**src/rtl/cu_pkg.sv**
```systemverilog
package cu_pkg;
  typedef enum logic [1:0] {
    ST_IDLE  = 2'd0,
    ST_READ  = 2'd1,
    ST_EXEC  = 2'd2,
    ST_WRITE = 2'd3
  } cuState_t;

  typedef struct packed {
    logic capOp;   // capture the operation record this cycle
    logic capRes;  // capture the arithmetic results this cycle
  } cuStrobe_t;

  localparam int SRC_A = 0;
  localparam int SRC_B = 1;
endpackage

```
**src/rtl/cu_ctrl.sv**
```systemverilog
module cu_ctrl
  import cu_pkg::*;
#(
  parameter int N_SRC = 2,
  parameter int N_DST = 2
) (
  input  logic             clk,
  input  logic             rst,
  input  logic             issueIn,
  input  logic             opZeroA,
  input  logic             opImmOk,
  input  logic [N_SRC-1:0] rdSkip,
  input  logic [N_SRC-1:0] rdGo,
  input  logic             aluInReady,
  input  logic             aluOutValid,
  input  logic [N_DST-1:0] aluResOk,
  input  logic [N_DST-1:0] wrGo,
  output logic             busyOut,
  output logic [N_SRC-1:0] rdRel,
  output logic [N_SRC-1:0] rdTake,
  output logic             aluInValid,
  output logic             aluOutReady,
  output logic [N_DST-1:0] wrRel,
  output cuStrobe_t        strobe
);
  cuState_t         state;
  logic [N_SRC-1:0] needRd;
  logic [N_SRC-1:0] initNeed;
  logic [N_DST-1:0] wrPend;
  logic             sent;

  for (genvar i = 0; i < N_SRC; i++) begin : g_need
    if (i == SRC_A) begin : g_a
      assign initNeed[i] = ~opZeroA;
    end else if (i == SRC_B) begin : g_b
      assign initNeed[i] = ~opImmOk;
    end else begin : g_other
      assign initNeed[i] = 1'b1;
    end
  end

  always_comb begin
    busyOut       = (state != ST_IDLE);
    rdRel         = (state == ST_READ) ? (needRd & ~rdSkip) : '0;
    rdTake        = rdRel & rdGo;
    aluInValid    = (state == ST_EXEC) && !sent;
    aluOutReady   = (state == ST_EXEC);
    wrRel         = (state == ST_WRITE) ? wrPend : '0;
    strobe.capOp  = (state == ST_IDLE) && issueIn;
    strobe.capRes = (state == ST_EXEC) && aluOutValid;
  end

  always_ff @(posedge clk) begin
    if (rst) begin
      state  <= ST_IDLE;
      needRd <= '0;
      wrPend <= '0;
      sent   <= 1'b0;
    end else begin
      case (state)
        ST_IDLE: begin
          if (issueIn) begin
            needRd <= initNeed;
            sent   <= 1'b0;
            state  <= ST_READ;
          end
        end
        ST_READ: begin
          needRd <= needRd & ~rdTake;
          if ((rdRel & ~rdGo) == '0) state <= ST_EXEC;
        end
        ST_EXEC: begin
          if (aluInValid && aluInReady) sent <= 1'b1;
          if (aluOutValid) begin
            wrPend <= aluResOk;
            state  <= ST_WRITE;
          end
        end
        ST_WRITE: begin
          wrPend <= wrPend & ~wrGo;
          if ((wrRel & ~wrGo) == '0) state <= ST_IDLE;
        end
        default: state <= ST_IDLE;
      endcase
    end
  end
endmodule

```
**src/rtl/cu_dpath.sv**
```systemverilog
module cu_dpath
  import cu_pkg::*;
#(
  parameter int DATA_W = 16,
  parameter int N_SRC  = 2,
  parameter int N_DST  = 2,
  parameter int OP_W   = 7
) (
  input  logic                    clk,
  input  logic                    rst,
  input  cuStrobe_t               strobe,
  input  logic [N_SRC-1:0]        rdTake,
  input  logic [OP_W-1:0]         opType,
  input  logic                    opInvA,
  input  logic [DATA_W-1:0]       opImm,
  input  logic                    opImmOk,
  input  logic                    opRecCr,
  input  logic [N_SRC*DATA_W-1:0] srcData,
  input  logic [N_DST*DATA_W-1:0] aluResult,
  output logic [N_SRC*DATA_W-1:0] aluSrc,
  output logic [OP_W-1:0]         aluOpType,
  output logic                    aluInvA,
  output logic                    aluRecCr,
  output logic [N_DST*DATA_W-1:0] destData
);
  for (genvar i = 0; i < N_SRC; i++) begin : g_opnd
    logic [DATA_W-1:0] preset;
    if (i == SRC_B) begin : g_imm
      assign preset = opImmOk ? opImm : '0;
    end else begin : g_zero
      assign preset = '0;
    end
    always_ff @(posedge clk) begin
      if (rst)               aluSrc[i*DATA_W +: DATA_W] <= '0;
      else if (strobe.capOp) aluSrc[i*DATA_W +: DATA_W] <= preset;
      else if (rdTake[i])    aluSrc[i*DATA_W +: DATA_W] <= srcData[i*DATA_W +: DATA_W];
    end
  end

  always_ff @(posedge clk) begin
    if (rst) begin
      aluOpType <= '0;
      aluInvA   <= 1'b0;
      aluRecCr  <= 1'b0;
      destData  <= '0;
    end else begin
      if (strobe.capOp) begin
        aluOpType <= opType;
        aluInvA   <= opInvA;
        aluRecCr  <= opRecCr;
      end
      if (strobe.capRes) destData <= aluResult;
    end
  end
endmodule

```
**src/rtl/cu_manager.sv**
```systemverilog
module cu_manager
  import cu_pkg::*;
#(
  parameter int DATA_W = 16,
  parameter int N_SRC  = 2,
  parameter int N_DST  = 2,
  parameter int OP_W   = 7
) (
  input  logic                    clk,
  input  logic                    rst,
  input  logic                    issueIn,
  input  logic [OP_W-1:0]         opType,
  input  logic                    opInvA,
  input  logic [DATA_W-1:0]       opImm,
  input  logic                    opImmOk,
  input  logic                    opZeroA,
  input  logic                    opRecCr,
  output logic                    busyOut,
  input  logic [N_SRC-1:0]        rdSkip,
  output logic [N_SRC-1:0]        rdRel,
  input  logic [N_SRC-1:0]        rdGo,
  input  logic [N_SRC*DATA_W-1:0] srcData,
  output logic [N_DST-1:0]        wrRel,
  input  logic [N_DST-1:0]        wrGo,
  output logic [N_DST*DATA_W-1:0] destData,
  output logic                    aluInValid,
  input  logic                    aluInReady,
  output logic [OP_W-1:0]         aluOpType,
  output logic                    aluInvA,
  output logic                    aluRecCr,
  output logic [N_SRC*DATA_W-1:0] aluSrc,
  input  logic                    aluOutValid,
  output logic                    aluOutReady,
  input  logic [N_DST*DATA_W-1:0] aluResult,
  input  logic [N_DST-1:0]        aluResOk
);
  cuStrobe_t        strobe;
  logic [N_SRC-1:0] rdTake;

  cu_ctrl #(.N_SRC(N_SRC), .N_DST(N_DST)) u_ctrl (
    .clk(clk), .rst(rst), .issueIn(issueIn), .opZeroA(opZeroA), .opImmOk(opImmOk),
    .rdSkip(rdSkip), .rdGo(rdGo), .aluInReady(aluInReady), .aluOutValid(aluOutValid),
    .aluResOk(aluResOk), .wrGo(wrGo), .busyOut(busyOut), .rdRel(rdRel), .rdTake(rdTake),
    .aluInValid(aluInValid), .aluOutReady(aluOutReady), .wrRel(wrRel), .strobe(strobe)
  );

  cu_dpath #(.DATA_W(DATA_W), .N_SRC(N_SRC), .N_DST(N_DST), .OP_W(OP_W)) u_dpath (
    .clk(clk), .rst(rst), .strobe(strobe), .rdTake(rdTake), .opType(opType),
    .opInvA(opInvA), .opImm(opImm), .opImmOk(opImmOk), .opRecCr(opRecCr),
    .srcData(srcData), .aluResult(aluResult), .aluSrc(aluSrc), .aluOpType(aluOpType),
    .aluInvA(aluInvA), .aluRecCr(aluRecCr), .destData(destData)
  );
endmodule

```
**config.mk**
```make
export PLATFORM = sky130hd
export DESIGN_NAME = cu_manager
export DESIGN_NICKNAME = d
export VERILOG_FILES = /design/src/rtl/cu_pkg.sv /design/src/rtl/cu_ctrl.sv /design/src/rtl/cu_dpath.sv /design/src/rtl/cu_manager.sv
export SDC_FILE = /design/constraint.sdc
export NUM_CORES = 1
export LEC_CHECK = 0
export BUFFER_PORTS_ARGS = -buffer_cell sky130_fd_sc_hd__buf_2
export CAP_MARGIN = 20
export CORE_MARGIN = 3
export CORE_UTILIZATION = 45
export CTS_BUF_LIST = sky130_fd_sc_hd__clkbuf_8
export CTS_CLUSTER_SIZE = 8
export DETAILED_ROUTE_END_ITERATION = 8
export GPL_ROUTABILITY_DRIVEN = 1
export GPL_TIMING_DRIVEN = 0
export HOLD_SLACK_MARGIN = 0.05
export PLACE_DENSITY = 0.82
export SYNTH_ARGS = -nofsm -noshare
export SYNTH_HDL_FRONTEND = slang
export SYNTH_SLANG_ARGS = --single-unit
```
**constraint.sdc**
```tcl
create_clock -name clk -period 1.7 [get_ports clk]
set_input_delay 0.17 -clock clk [delete_from_list [all_inputs] [get_ports clk]]
set_output_delay 0.17 -clock clk [all_outputs]
set_load 0.03 [all_outputs]
```
==> flow_summary.json <==
{
  "outcome": "finished clean",
  "finalCritPeriodShare": 0.946,
  "drv_slew": 0,
  "layout.area.seq_um2": 1610,
  "synth.avg_cell_area_um2": 7.88,
  "die-area_um2": 8250,
  "globalRouteOverflowTotal": 0,
  "sw_frac_of_total": 0.388,
  "synth_area_um2": 3240,
  "rows": 30,
  "clockPowerShare": 0.235,
  "period_needed_ns": 1.61,
  "syn_nets": 520,
  "cts_sinks": 80,
  "crit_slowest_cell": "dfxtp_4",
  "syn2layout_area_growth_pct": 40.7,
  "clk_latency_ns": 0.33,
  "cp.depth": 7,
  "first_global_vias": 3367,
  "start_util": 0.472,
  "ys_ff_latch": 80,
  "power_density_nw_per_um2": 1380,
  "clockBufferDepth": 2,
  "power_switching_mw": 2.45,
  "final_cell_mix": "buf_2 (190), nand2_1 (132), dfxtp_1 (78)",
  "peakVddDrop_mv": 0.823,
  "fmax_mhz": 622,
  "maxCapViolCount": 0,
  "reg2reg_setup_slack_ns": 0.09,
  "yosysTopAreaCellShare": 0.494,
  "critical_path_class": "reg -> reg",
  "drt_first_pass_iters": 4,
  "cp_top_family": "compound AO/OA/AOI/OAI gates",
  "tightest_slew_ns": 0.550,
  "antenna_cells": 0,
  "skew_ns": 0.0134,
  "gp_congestion": 0.788,
  "postLayoutCellArea_um2": 4560,
  "yosysWarnings": 0,
  "path_cells": "inv_4 > ha_4 > and2_1 > buf_4 > a21o_4 > buf_6 > a311oi_1",
  "synth_top_flop_cell": "dfxtp_1",
  "ios": 184,
  "netlist.top_cell.by_area": "dfxtp_1",
  "root_buffer": "clkbuf_8",
  "setup_viol": 0,
  "drt-total-wl_mm": 8.96,
  "drive_gt1_frac": 0.365,
  "timing.rr.end": "u_dpath.aluSrc[16]",
  "avgViaCountPerCell": 4.94,
  "portBuffers": 182,
  "leakage_nw": 2.10,
  "worstSetupEndpointType": "register",
  "worstPathRequired_ns": 1.93,
  "crit_path_end": "u_dpath.aluSrc[16]",
  "postSynth.asyncResetShare": 0,
  "n_fill_cell": 638,
  "cts_tree": "built",
  "grt_pass1_wl_mm": 14.9,
  "p_total_mw": 6.31,
  "postCtsSetupRepairBufs": 0,
  "fp.dieH_um": 90.8,
  "post_drt_wl_per_cell_um": 12.7,
  "post-route-util": 0.664,
  "start_kind": "register",
  "crit_start": "u_ctrl.state[0]",
  "placed_cells": 689,
  "multi_input_area_um2": 1510,
  "cp_slowest_stage_delay_ns": 0.39,
  "intPower_mw": 3.86,
  "synth_cell_types": 30,
  "cts_max_level": 3,
  "antenna_found_initial": 0,
  "vias": 3478,
  "setup_ws_ns": 0.0925,
  "synth_cells": 411,
  "pre_cts_ws_ns": -0.202,
  "ff2ff_path_depth": 7,
  "cts_buffers": 9,
  "drc": 0,
  "arrival_ns": 1.83,
  "hold_viol": 0,
  "timing.hold.worst.start": "aluResult[22]",
  "grt_usage": 0.216,
  "p_comb_frac": 0.392,
  "crit_buf_inv": 3,
  "seq_power_share": 0.374,
  "final-instance-count-excl-fill": 704,
  "core_um2": 6870,
  "first_iter_violations": 123,
  "synth_edf_count": 0,
  "ys_seq_area_frac": 0.494,
  "layout_commonest_cell": "buf_2",
  "synthTopCellsByArea": "dfxtp_1 (49%), nand2_1 (15%), a21oi_1 (10%)",
  "worstPathMaxFanout": 10,
  "die_x_um": 90.8,
  "cts.clk_slew.worst_paths_ns": 0.09,
  "dpl.hpwl_mm": 6.92,
  "hold_class": "in -> reg",
  "antenna_left": 0,
  "place_area_um2": 4270,
  "nets": 713,
  "rr_startpoint": "u_ctrl.state[0]",
  "grt_setup_unrepaired": "false",
  "grt_max_degree": 14,
  "max_slew_margin": 0.633
}
[layer usage]
layer / global-route usage / wire length, um / vias to the layer above
met5: 0 / 0 / -
met4: 0.0905 / 204 / 0
met3: 0.0467 / 563 / 17
met2: 0.384 / 4500 / 117
met1: 0.249 / 3700 / 1585
li1: - / - / 1759
[layout make-up]
type	count	area share
sequential	80	0.353
timing repair buffer	184	0.204
clock inverter	6	0.0189
inverter	7	0.00686
multi-input combinational	294	0.331
tap	96	0.0263
clock buffer	9	0.0272
buffer	28	0.0329
[worst reg2reg max path, cell delays in order, from the launching register on]
cell	delay (ns)
dfxtp_4	0.39
inv_4	0.06
ha_4	0.17
and2_1	0.14
buf_4	0.16
a21o_4	0.21
buf_6	0.15
a311oi_1	0.23
[cells in the mapped netlist, types with 3 or more instances]
cell	instances
a21oi_1	67
a311oi_1	16
and2_1	4
buf_2	8
buf_4	3
buf_6	3
clkbuf_1	15
dfxtp_1	80
ha_1	5
inv_1	7
nand2_1	133
nand2b_1	5
nand3_1	16
nand3b_1	5
nor2_1	21
nor2b_1	3
o21ai_0	4
[sequential cells by signal (all words and copies together), names as in the netlist]
name and count:
u_dpath.aluSrc 32, u_ctrl.needRd 2, u_dpath.aluOpType 7, u_dpath.aluRecCr 1, u_ctrl.state 2, u_dpath.aluInvA 1
u_ctrl.wrPend 2, u_dpath.destData 32, u_ctrl.sent 1
[power by group through the flow]
stage | combinational, mW | clock, mW | sequential, mW
2_1_floorplan | 1.21 | 0 | 2.83
3_3_place_gp | 2.34 | 0 | 2.35
3_5_place_dp | 2.38 | 0 | 2.36
4_1_cts | 2.41 | 1.52 | 2.32
5_1_grt | 2.72 | 1.60 | 2.40
6_report | 2.47 | 1.48 | 2.36
[kinds of logic after synthesis]
family,after synthesis,synth area share
simple gates,190,0.244
compound gates,97,0.179
mux,2,0.00618
buf+inv,37,0.0564
flops,80,0.494
fa+ha+maj,5,0.0193
[what timing repair did]
action	4_1_cts	5_1_grt
hold endpoints to repair	2	0
hold buffers	2	0
gates resized for setup	6	12
setup endpoints to repair	26	60
pin swaps	0	1
gates cloned	0	0
[worst min-delay path by stage]
stage               cells after the start  slack, ns                   end
finish                                  3       0.07  u_dpath.destData[22]
floorplan                               2       0.31       u_dpath.aluInvA
global placement                        3       0.41   u_dpath.destData[0]
global route                            3       0.05    u_dpath.aluSrc[12]
detailed placement                      3       0.42  u_dpath.destData[31]
CTS                                     3       0.05   u_dpath.destData[7]
[per-stage QoR]
stage / hold slack, ns / TNS (ns)
after floorplan: 0.306 / 0
after global placement: 0.410 / -2.77
after detailed placement: 0.417 / -2.87
after CTS: 0.0532 / 0
after global routing: 0.0531 / 0
final: 0.0672 / 0
Power figures use the tool's default switching activity.
